$ cat src/rtl/extcap_pkg.sv
package extcap_pkg;

    localparam int unsigned CFG_AW    = 12;
    localparam int unsigned CFG_BYTES = 4096;
    localparam logic [CFG_AW-1:0] EXT_BASE = 12'h100;

    typedef enum logic [2:0] {
        ST_IDLE,
        ST_READ,
        ST_EVAL,
        ST_LINK,
        ST_NEW,
        ST_FIN
    } walk_state_e;

    typedef enum logic {
        OP_FIND   = 1'b0,
        OP_APPEND = 1'b1
    } walk_op_e;

    typedef enum logic [2:0] {
        EV_BASE_APPEND,
        EV_EMPTY,
        EV_HIT,
        EV_TAIL,
        EV_BAD,
        EV_FOLLOW
    } eval_e;

    typedef struct packed {
        logic [11:0] nxt;
        logic [3:0]  ver;
        logic [15:0] id;
    } ext_hdr_t;

endpackage

$ cat src/rtl/extcap_off_check.sv
module extcap_off_check #(
    parameter int unsigned AW = 12,
    parameter int unsigned LO = 256,
    parameter int unsigned HI = 4088
) (
    input  logic [AW-1:0] off,
    output logic          ok
);
    logic aligned;
    logic in_range;

    always_comb begin
        aligned  = (off[1:0] == 2'b00);
        in_range = (32'(off) >= LO) && (32'(off) <= HI);
        ok       = aligned && in_range;
    end
endmodule

$ cat src/rtl/extcap_append_check.sv
module extcap_append_check #(
    parameter int unsigned AW     = 12,
    parameter int unsigned SW     = 13,
    parameter int unsigned LO     = 256,
    parameter int unsigned SPACE  = 4096,
    parameter int unsigned MIN_SZ = 8
) (
    input  logic [AW-1:0] off,
    input  logic [SW-1:0] size,
    output logic          ok
);
    logic [31:0] end_byte;

    always_comb begin
        end_byte = 32'(off) + 32'(size);
        ok = (off[1:0] == 2'b00)
          && (32'(off) >= LO)
          && (32'(size) >= MIN_SZ)
          && (end_byte < SPACE);
    end
endmodule

$ cat src/rtl/extcap_step_guard.sv
module extcap_step_guard #(
    parameter int unsigned MAX_STEPS = 1024
) (
    input  logic clk,
    input  logic rst_n,
    input  logic clr,
    input  logic inc,
    output logic at_limit
);
    localparam int unsigned CW = $clog2(MAX_STEPS + 1);
    localparam logic [CW-1:0] LIMIT = CW'(MAX_STEPS);

    logic [CW-1:0] cnt_q;

    always_ff @(posedge clk or negedge rst_n) begin
        if (!rst_n) begin
            cnt_q <= '0;
        end else if (clr) begin
            cnt_q <= '0;
        end else if (inc && (cnt_q != LIMIT)) begin
            cnt_q <= cnt_q + 1'b1;
        end
    end

    assign at_limit = (cnt_q == LIMIT);

    AST_NO_READ_PAST_LIMIT: assert property (@(posedge clk) disable iff (!rst_n)
        inc |-> !at_limit);
endmodule

$ cat src/rtl/extcap_list_walker.sv
module extcap_list_walker
    import extcap_pkg::*;
#(
    parameter int unsigned MAX_STEPS = 1024,
    parameter int unsigned SIZE_W    = 13
) (
    input  logic              clk,
    input  logic              rst_n,
    input  logic              start,
    input  logic              op,
    input  logic [15:0]       cap_id,
    input  logic [3:0]        cap_ver,
    input  logic [11:0]       new_off,
    input  logic [SIZE_W-1:0] new_size,
    output logic              mem_rd_en,
    output logic [11:0]       mem_rd_addr,
    input  logic [31:0]       mem_rd_data,
    output logic              mem_wr_en,
    output logic [11:0]       mem_wr_addr,
    output logic [31:0]       mem_wr_data,
    output logic              done,
    output logic [11:0]       found_off,
    output logic [11:0]       prev_off,
    output logic              err
);
    localparam int unsigned LO_OFF   = 32'(EXT_BASE);
    localparam int unsigned LAST_OFF = CFG_BYTES - 8;
    localparam int unsigned MIN_SIZE = 8;

    walk_state_e state_q, state_d;
    walk_op_e    op_q;
    logic [15:0] id_q;
    logic [3:0]  ver_q;
    logic [11:0] off_q;
    logic [11:0] cur_q;
    logic [11:0] prev_q;
    logic        first_q;
    ext_hdr_t    tail_hdr_q;
    logic [11:0] new_next_q;
    logic [11:0] found_q;
    logic [11:0] prevo_q;
    logic        err_q;

    ext_hdr_t    hdr;
    eval_e       outcome;
    logic        nxt_ok;
    logic        app_ok;
    logic        at_limit;
    logic        accept;

    assign hdr    = mem_rd_data;
    assign accept = (state_q == ST_IDLE) && start;

    extcap_off_check #(
        .AW (CFG_AW),
        .LO (LO_OFF),
        .HI (LAST_OFF)
    ) u_next_chk (
        .off (hdr.nxt),
        .ok  (nxt_ok)
    );

    extcap_append_check #(
        .AW     (CFG_AW),
        .SW     (SIZE_W),
        .LO     (LO_OFF),
        .SPACE  (CFG_BYTES),
        .MIN_SZ (MIN_SIZE)
    ) u_app_chk (
        .off  (new_off),
        .size (new_size),
        .ok   (app_ok)
    );

    extcap_step_guard #(
        .MAX_STEPS (MAX_STEPS)
    ) u_guard (
        .clk      (clk),
        .rst_n    (rst_n),
        .clr      (accept),
        .inc      (state_q == ST_READ),
        .at_limit (at_limit)
    );

    // Judgement of the header returned in ST_EVAL
    always_comb begin
        if (op_q == OP_APPEND && off_q == EXT_BASE) begin
            outcome = EV_BASE_APPEND;
        end else if (first_q && mem_rd_data == 32'h0) begin
            outcome = EV_EMPTY;
        end else if (op_q == OP_FIND && id_q != 16'h0 && hdr.id == id_q) begin
            outcome = EV_HIT;
        end else if (hdr.nxt == 12'h0) begin
            outcome = EV_TAIL;
        end else if (!nxt_ok || at_limit) begin
            outcome = EV_BAD;
        end else begin
            outcome = EV_FOLLOW;
        end
    end

    // State register
    always_ff @(posedge clk or negedge rst_n) begin
        if (!rst_n) begin
            state_q <= ST_IDLE;
        end else begin
            state_q <= state_d;
        end
    end

    // Transitions
    always_comb begin
        state_d = state_q;
        unique case (state_q)
            ST_IDLE: begin
                if (start) begin
                    state_d = (op == OP_APPEND && !app_ok) ? ST_FIN : ST_READ;
                end
            end
            ST_READ: state_d = ST_EVAL;
            ST_EVAL: begin
                unique case (outcome)
                    EV_BASE_APPEND: state_d = ST_NEW;
                    EV_TAIL:        state_d = (op_q == OP_APPEND) ? ST_LINK : ST_FIN;
                    EV_FOLLOW:      state_d = ST_READ;
                    default:        state_d = ST_FIN;
                endcase
            end
            ST_LINK: state_d = ST_NEW;
            ST_NEW:  state_d = ST_FIN;
            ST_FIN:  state_d = ST_IDLE;
            default: state_d = ST_IDLE;
        endcase
    end

    // Command context and results
    always_ff @(posedge clk or negedge rst_n) begin
        if (!rst_n) begin
            op_q       <= OP_FIND;
            id_q       <= '0;
            ver_q      <= '0;
            off_q      <= '0;
            cur_q      <= '0;
            prev_q     <= '0;
            first_q    <= 1'b0;
            tail_hdr_q <= '0;
            new_next_q <= '0;
            found_q    <= '0;
            prevo_q    <= '0;
            err_q      <= 1'b0;
        end else if (accept) begin
            op_q    <= walk_op_e'(op);
            id_q    <= cap_id;
            ver_q   <= cap_ver;
            off_q   <= new_off;
            cur_q   <= EXT_BASE;
            prev_q  <= '0;
            first_q <= 1'b1;
            found_q <= '0;
            prevo_q <= '0;
            err_q   <= (op == OP_APPEND) && !app_ok;
        end else if (state_q == ST_EVAL) begin
            unique case (outcome)
                EV_BASE_APPEND: begin
                    new_next_q <= hdr.nxt;
                    found_q    <= EXT_BASE;
                    prevo_q    <= '0;
                end
                EV_EMPTY: begin
                    err_q <= (op_q == OP_APPEND);
                end
                EV_HIT: begin
                    found_q <= cur_q;
                    prevo_q <= prev_q;
                end
                EV_TAIL: begin
                    prevo_q <= cur_q;
                    if (op_q == OP_APPEND) begin
                        tail_hdr_q <= hdr;
                        new_next_q <= '0;
                        found_q    <= off_q;
                    end else begin
                        found_q <= '0;
                    end
                end
                EV_BAD: begin
                    err_q <= 1'b1;
                end
                default: begin
                    prev_q  <= cur_q;
                    cur_q   <= hdr.nxt;
                    first_q <= 1'b0;
                end
            endcase
        end
    end

    // Outputs
    always_comb begin
        done        = (state_q == ST_FIN);
        found_off   = found_q;
        prev_off    = prevo_q;
        err         = err_q;
        mem_rd_en   = (state_q == ST_READ);
        mem_rd_addr = cur_q;
        mem_wr_en   = (state_q == ST_LINK) || (state_q == ST_NEW);
        if (state_q == ST_LINK) begin
            mem_wr_addr = prevo_q;
            mem_wr_data = {off_q, tail_hdr_q.ver, tail_hdr_q.id};
        end else begin
            mem_wr_addr = off_q;
            mem_wr_data = {new_next_q, ver_q, id_q};
        end
    end

    AST_RD_IN_SPACE: assert property (@(posedge clk) disable iff (!rst_n)
        mem_rd_en |-> (mem_rd_addr[1:0] == 2'b00 && mem_rd_addr >= EXT_BASE
                       && 32'(mem_rd_addr) <= LAST_OFF));
    AST_PORT_EXCLUSIVE: assert property (@(posedge clk) disable iff (!rst_n)
        !(mem_rd_en && mem_wr_en));
    AST_READ_THEN_EVAL: assert property (@(posedge clk) disable iff (!rst_n)
        mem_rd_en |=> !mem_rd_en);
    AST_DONE_PULSE: assert property (@(posedge clk) disable iff (!rst_n)
        done |=> !done);
    AST_ERR_CLEAN: assert property (@(posedge clk) disable iff (!rst_n)
        (done && err) |-> (found_off == 12'h0 && prev_off == 12'h0));
    AST_LINK_THEN_NEW: assert property (@(posedge clk) disable iff (!rst_n)
        (mem_wr_en && state_q == ST_LINK) |=> (mem_wr_en && mem_wr_addr == off_q));
    AST_IDLE_HOLD: assert property (@(posedge clk) disable iff (!rst_n)
        (state_q == ST_IDLE && !start) |=> ($stable(found_off) && $stable(prev_off)
                                            && $stable(err)));
endmodule

$ cat config.mk
export PLATFORM = sky130hd
export DESIGN_NAME = extcap_list_walker
export DESIGN_NICKNAME = d
export VERILOG_FILES = /design/src/rtl/extcap_pkg.sv /design/src/rtl/extcap_off_check.sv /design/src/rtl/extcap_append_check.sv /design/src/rtl/extcap_step_guard.sv /design/src/rtl/extcap_list_walker.sv
export SDC_FILE = /design/constraint.sdc
export NUM_CORES = 1
export LEC_CHECK = 0
export BUFFER_PORTS_ARGS = -buffer_cell sky130_fd_sc_hd__buf_2
export CAP_MARGIN = 20
export CORE_MARGIN = 5
export CORE_UTILIZATION = 30
export DETAILED_ROUTE_END_ITERATION = 16
export SYNTH_ARGS = -nofsm -noshare
export SYNTH_HDL_FRONTEND = slang
export SYNTH_SLANG_ARGS = --single-unit
$ cat constraint.sdc
create_clock -name clk -period 4.13 [get_ports clk]
set_clock_uncertainty 0.1 [all_clocks]
set_input_delay 0.6195 -clock clk [delete_from_list [all_inputs] [get_ports clk]]
set_output_delay 0.6195 -clock clk [all_outputs]
set_load 0.05 [all_outputs]
# After elaboration in Yosys (flattened, before gate mapping)
# Cells that the tools add are included.
[word_totals] register_bits=129 input_bits=81 wordCells=110 output_inout_bits=84
[classes] n_reduce_logical=34 n_mux=35 eq_ne=17 add_sub_neg=2 order_cmp=5 bitwise_logic=2
[op_table] cell="$mux W12" count=13
[op_table] cell="$pmux W12 S3" count=2
[op_table] cell="$logic_not A32 Y1" count=1
[op_table] cell="$lt A32 B13 Y1 const B" count=1
[op_table] cell="$mux W32" count=1
[op_table] cell="$ge A12 B9 Y1 const B" count=2
[op_table] cell="$pmux W12 S2" count=1
[op_table] cell="$mux W11" count=2
[op_table] cell="$mux W3" count=7
[op_table] cell="$eq A16 B16 Y1" count=1
[op_table] cell="$reduce_bool A16 Y1" count=1
[op_table] cell="$pmux W3 S5" count=1
[op_table] cell="$add A12 B13 Y14" count=1
[op_table] cell="$ge A13 B4 Y1 const B" count=1
[op_table] cell="$eq A12 B9 Y1 const B" count=1
[op_table] cell="$eq A3 B2 Y1 const B" count=4
[op_table] cell="$eq A3 B3 Y1 const B" count=4
[op_table] cell="$le A12 B12 Y1 const B" count=1
[op_table] cell="$logic_and A1 B1 Y1" count=12
[op_table] cell="$logic_not A12 Y1" count=1
[op_table] cell="$add A11 B1 Y11 const B" count=1
[op_table] cell="$eq A11 B11 Y1 const B" count=1
[op_table] cell="$ne A11 B11 Y1 const B" count=1
[op_table] cell="$pmux W3 S3" count=1
[op_table] cell="other kinds (16)" count=33

# Longest topological paths before layout
[depth] ltp_word=15 mapped_depth=10 depth_no_buf=8

# Modules after synthesis
# A second synthesis with hierarchy kept.
[hier_totals] hier_cells=654 area_unflattened_um2=6975.4
[by_module_without_submodules] mod="extcap_list_walker" cells_each=547 seq_area_each_um2=2952.8 area_each_um2=6022.0 n_inst=1
[by_module_without_submodules] mod="extcap_step_guard" cells_each=64 seq_area_each_um2=275.3 area_each_um2=621.8 n_inst=1
[by_module_without_submodules] mod="extcap_append_check" cells_each=37 seq_area_each_um2=0.0 area_each_um2=297.8 n_inst=1
[by_module_without_submodules] mod="extcap_off_check" cells_each=6 seq_area_each_um2=0.0 area_each_um2=33.8 n_inst=1

# Worst setup path before layout
# Ideal clock, no wire load.
[synth_path] kind="reg2out" start="reg state_q[1]" end="out mem_wr_en" required_time_ps=3411 path_slack_ps=1697 path_stages_with_launch=5 n_path_buf=1 arrival_time_ps=1714 path_cell_list="dfrtp_1 -> nor2b_1 -> nand2_1 -> clkbuf_1 -> o21ai_0"
[synth_via] elab_chain_cells=2 word_cells_on_any_way=3 cone_classes="eq/ne (2); reduce/logical (1)"
[synth_lines] item="start: declaration" line_no="extcap_list_walker.sv:30" text="walk_state_e state_q, state_d;"
[synth_lines] item="start signal: assignment" line_no="extcap_list_walker.sv:107" text="state_q <= state_d;"
[synth_lines] item="$eq A3 B2 Y1 / $eq A3 B3 Y1 (equally long branches)" line_no="extcap_list_walker.sv:206" text="mem_wr_en = (state_q == ST_LINK) || (state_q == ST_NEW);"
[synth_lines] item="$logic_or A1 B1 Y1 (*)" line_no="extcap_list_walker.sv:206"
[synth_lines] item="end: declaration" line_no="extcap_list_walker.sv:18" text="output logic mem_wr_en,"
# Mark *: on every way between the ends. The rest lies on a longest branch, timed or not.

# Worst setup path in the final report
[layout_path] start="reg state_q[1]" end="out mem_wr_addr[1]"
[layout_via] elab_chain_cells=2
[layout_lines] item="$eq A3 B2 Y1" line_no="extcap_list_walker.sv:207" text="if (state_q == ST_LINK) begin"
[layout_lines] item="$mux W12" line_no="extcap_list_walker.sv:207"
[layout_lines] item="end: declaration" line_no="extcap_list_walker.sv:19" text="output logic [11:0] mem_wr_addr,"
# Every way passes these cells.

==> flow_summary.json <==
{
  "vias_per_cell": 5.14,
  "synth_nets": 743,
  "critical_path_required_ns": 3.41,
  "cts-root-buf": "clkbuf_16",
  "layout_min_cycle_time_ns": 3.25,
  "grt_overflow": 0,
  "worstSetupStartpointType": "flop",
  "h-tree-depth": 4,
  "syn-mean-instance-area_um2": 10.4,
  "nFillCells": 2257,
  "max_slew_margin": 0.320,
  "power.switching_w": 0.00235,
  "swShare": 0.443,
  "rr_startpoint": "id_q[12]",
  "yosysSeqAreaShare": 0.478,
  "r2r_setup_slack_ns": 1.31,
  "worst-setup-path-type": "reg -> out",
  "total_power_w": 0.00531,
  "async_flop_share": 1.00,
  "gp_congestion": 0.826,
  "ys_ff_latch": 129,
  "wl_per_cell_um": 19.5,
  "drc": 0,
  "crit_path_end_kind": "output port",
  "synth-edff-count": 0,
  "hpwl_um": 15600,
  "fmax_ghz": 0.308,
  "slew_violations": 0,
  "syn_inst": 649,
  "clockPowerShare": 0.270,
  "insertion_delay_ns": 0.42,
  "slowest_delay_ns": 0.46,
  "die-area_mm2": 0.0256,
  "netlist_area_mm2": 0.00675,
  "setup_violations": 0,
  "die_x_um": 160,
  "antenna_left": 0,
  "drtIter0Drc": 360,
  "die_y_um": 160,
  "p_int_w": 0.00296,
  "tns_ns": 0,
  "slowest_stage": "nand2_2",
  "cts_resized": 0,
  "crit_buf_inv": 2,
  "grt_max_degree": 73,
  "place.port_buffers": 164,
  "initial_utilization": 0.301,
  "vias": 5649,
  "critPathTopFamily": "buffers and inverters",
  "cp_max_fo": 24,
  "path_clk_slew_ns": 0.06,
  "r2r_cells": 6,
  "clock-sinks": 129,
  "power_frac_comb": 0.387,
  "status": "finished clean",
  "finalWirelength_um": 21400,
  "ios": 165,
  "worstHoldPathType": "in -> async",
  "num_rows": 55,
  "cts_tree": "done",
  "drive_above_1_share": 0.373,
  "core_mm2": 0.0224,
  "arrival_ns": 2.53,
  "drv_cap": 0,
  "synth_ff_type": "dfrtp_1",
  "pwr_density_cell_mw_per_mm2": 632,
  "irDropWorstVdd_mv": 0.335,
  "yosys_warnings": 0,
  "max_slew.worst_pin.slew_ns": 1.02,
  "diodes": 0,
  "cts_setup_buffers": 0,
  "rsz0062_at_grt": "false",
  "hold_viol_final": 0,
  "grt_antenna_before_repair": 2,
  "p_leak_nw": 4.36,
  "post-route-period-util": 0.786,
  "grt_pass1_vias": 5748,
  "seqPwrFrac": 0.343,
  "grt_use_total": 0.167,
  "grt_pass1_wl_um": 33700,
  "ys_types": 53,
  "r2r-end": "found_off[8]",
  "postCtsHoldBufs": 0,
  "nNetsFinal": 898,
  "synthToLayoutAreaGrowth_pct": 24.3,
  "path_cells": "nor2b_1, nand2_2, buf_4, mux2_2, buf_2",
  "cts_buffers": 17,
  "clk_path_buf_depth": 2,
  "drtPass1Iterations": 5
}
how the worst max path moves through the flow:
| stage | slack [ns] | depth (start not counted) | endpoint | start |
|---|---|---|---|---|
| after global routing | 0.80 | 5 | mem_wr_addr[1] | state_q[1] |
| after detailed placement | 0.79 | 6 | new_next_q[3] | mem_rd_data[30] |
| final | 0.88 | 5 | mem_wr_addr[1] | state_q[1] |
| after global placement | 0.86 | 6 | new_next_q[10] | mem_rd_data[30] |
| after CTS | 0.85 | 5 | mem_wr_addr[1] | state_q[1] |
| after floorplan | 1.70 | 4 | mem_wr_en | state_q[1] |
routing by layer:
layer	GRT usage	up-vias	wire [µm]
li1	-	2660	-
met1	0.223	2775	9360
met2	0.268	183	10200
met3	0.0428	27	1480
met4	0.0461	4	336
met5	0	-	21
synthesized netlist by cell type (2+ instances only):
cell type  number  area [µm²]
dfrtp_1       129        3230
nand2_1       116         435
mux2_2         76         856
nand3_1        32         160
a21oi_1        26         130
o21ai_0        25         125
nor2_1         24        90.1
clkbuf_1       20        75.1
xor2_1         18         158
and3_1         17         106
nor4_1         14        87.6
a211o_1        13         114
and4_1         13         114
ha_1           13         163
a22oi_1        11        82.6
nand4_1        11        68.8
o2bb2ai_2      10         150
buf_2           9        45.0
nor3_1          8        40.0
xnor2_1         7        61.3
buf_6           5        56.3
inv_1           5        18.8
buf_1           4        15.0
and2_1          3        18.8
nor4_2          3        37.5
or3_1           3        18.8
or4_1           3        22.5
a21o_1          2        15.0
mux2i_1         2        20.0
nand2b_1        2        12.5
nor2_2          2        12.5
or4b_1          2        20.0
kinds of logic (layout without fill, tap and decap cells):
family / Yosys count / after routing / synth area share
mux: 78 / 78 / 0.130
simple gates: 260 / 260 / 0.192
fa+ha+maj: 13 / 13 / 0.0241
buf+inv: 44 / 210 / 0.0322
compound gates: 100 / 100 / 0.111
xor+xnor: 25 / 25 / 0.0324
flops: 129 / 129 / 0.478
cell type report:
cell class / instances / area, µm² / area share
Timing Repair Buffer: 175 / 918 / 0.109
Clock buffer: 18 / 439 / 0.0523
Multi-Input combinational cell: 476 / 3320 / 0.395
Inverter: 5 / 18.8 / 0.00224
Clock inverter: 12 / 119 / 0.0142
Sequential cell: 129 / 3230 / 0.384
Tap cell: 285 / 357 / 0.0425
metrics by stage:
stage / setup slack [ns] / instance area (µm²) / util / std cells / hold WS [ns]
after floorplan: 1.70 / 6750 / - / 649 / 0.224
after global placement: 0.858 / 7840 / 0.349 / 1070 / 0.355
after detailed placement: 0.787 / 7840 / 0.349 / 1070 / 0.357
after CTS: 0.850 / 8400 / 0.374 / 1100 / 0.278
after global routing: 0.797 / 8400 / 0.374 / 1100 / 0.295
final: 0.882 / 8400 / 0.374 / 1100 / 0.253
worst register-to-register path: stages (launching register included):
cell and delay (ns):
dfrtp_1 0.42, xor2_1 0.17, nor4_2 0.31, nand4_2 0.23, o311ai_4 0.71, nand2_2 0.41
o221a_2 0.35
cells in the final DEF (no fill, tap or decap), drive strengths merged, types with 12 or more instances in the layout:
| cell | instances |
|---|---|
| a211o | 13 |
| and3 | 17 |
| nand3 | 32 |
| ha | 13 |
| and4 | 13 |
| nand4 | 12 |
| clkbuf | 18 |
| xor2 | 18 |
| nand2 | 117 |
| dfrtp | 129 |
| buf | 175 |
| mux2 | 76 |
| nor2 | 26 |
| o21ai | 26 |
| nor4 | 17 |
| a21oi | 26 |
state kept, by name, summed over array words and instances (netlist names):
register	count
found_off	12
first_q	1
id_q	16
off_q	12
err	1
state_q	3
u_guard.cnt_q	11
prev_off	12
op_q	1
tail_hdr_q	20
ver_q	4
mem_rd_addr	12
new_next_q	12
prev_q	12
power by group through the flow:
stage	sequential, W	clock, W	combinational, W
floorplan	0.00181	0	0.00145
global placement	0.00183	0	0.00207
detailed placement	0.00183	0	0.00208
CTS	0.00181	0.00146	0.00209
global route	0.00185	0.00151	0.00220
finish	0.00182	0.00143	0.00206
Note: power is estimated with default switching activity, not from simulation.
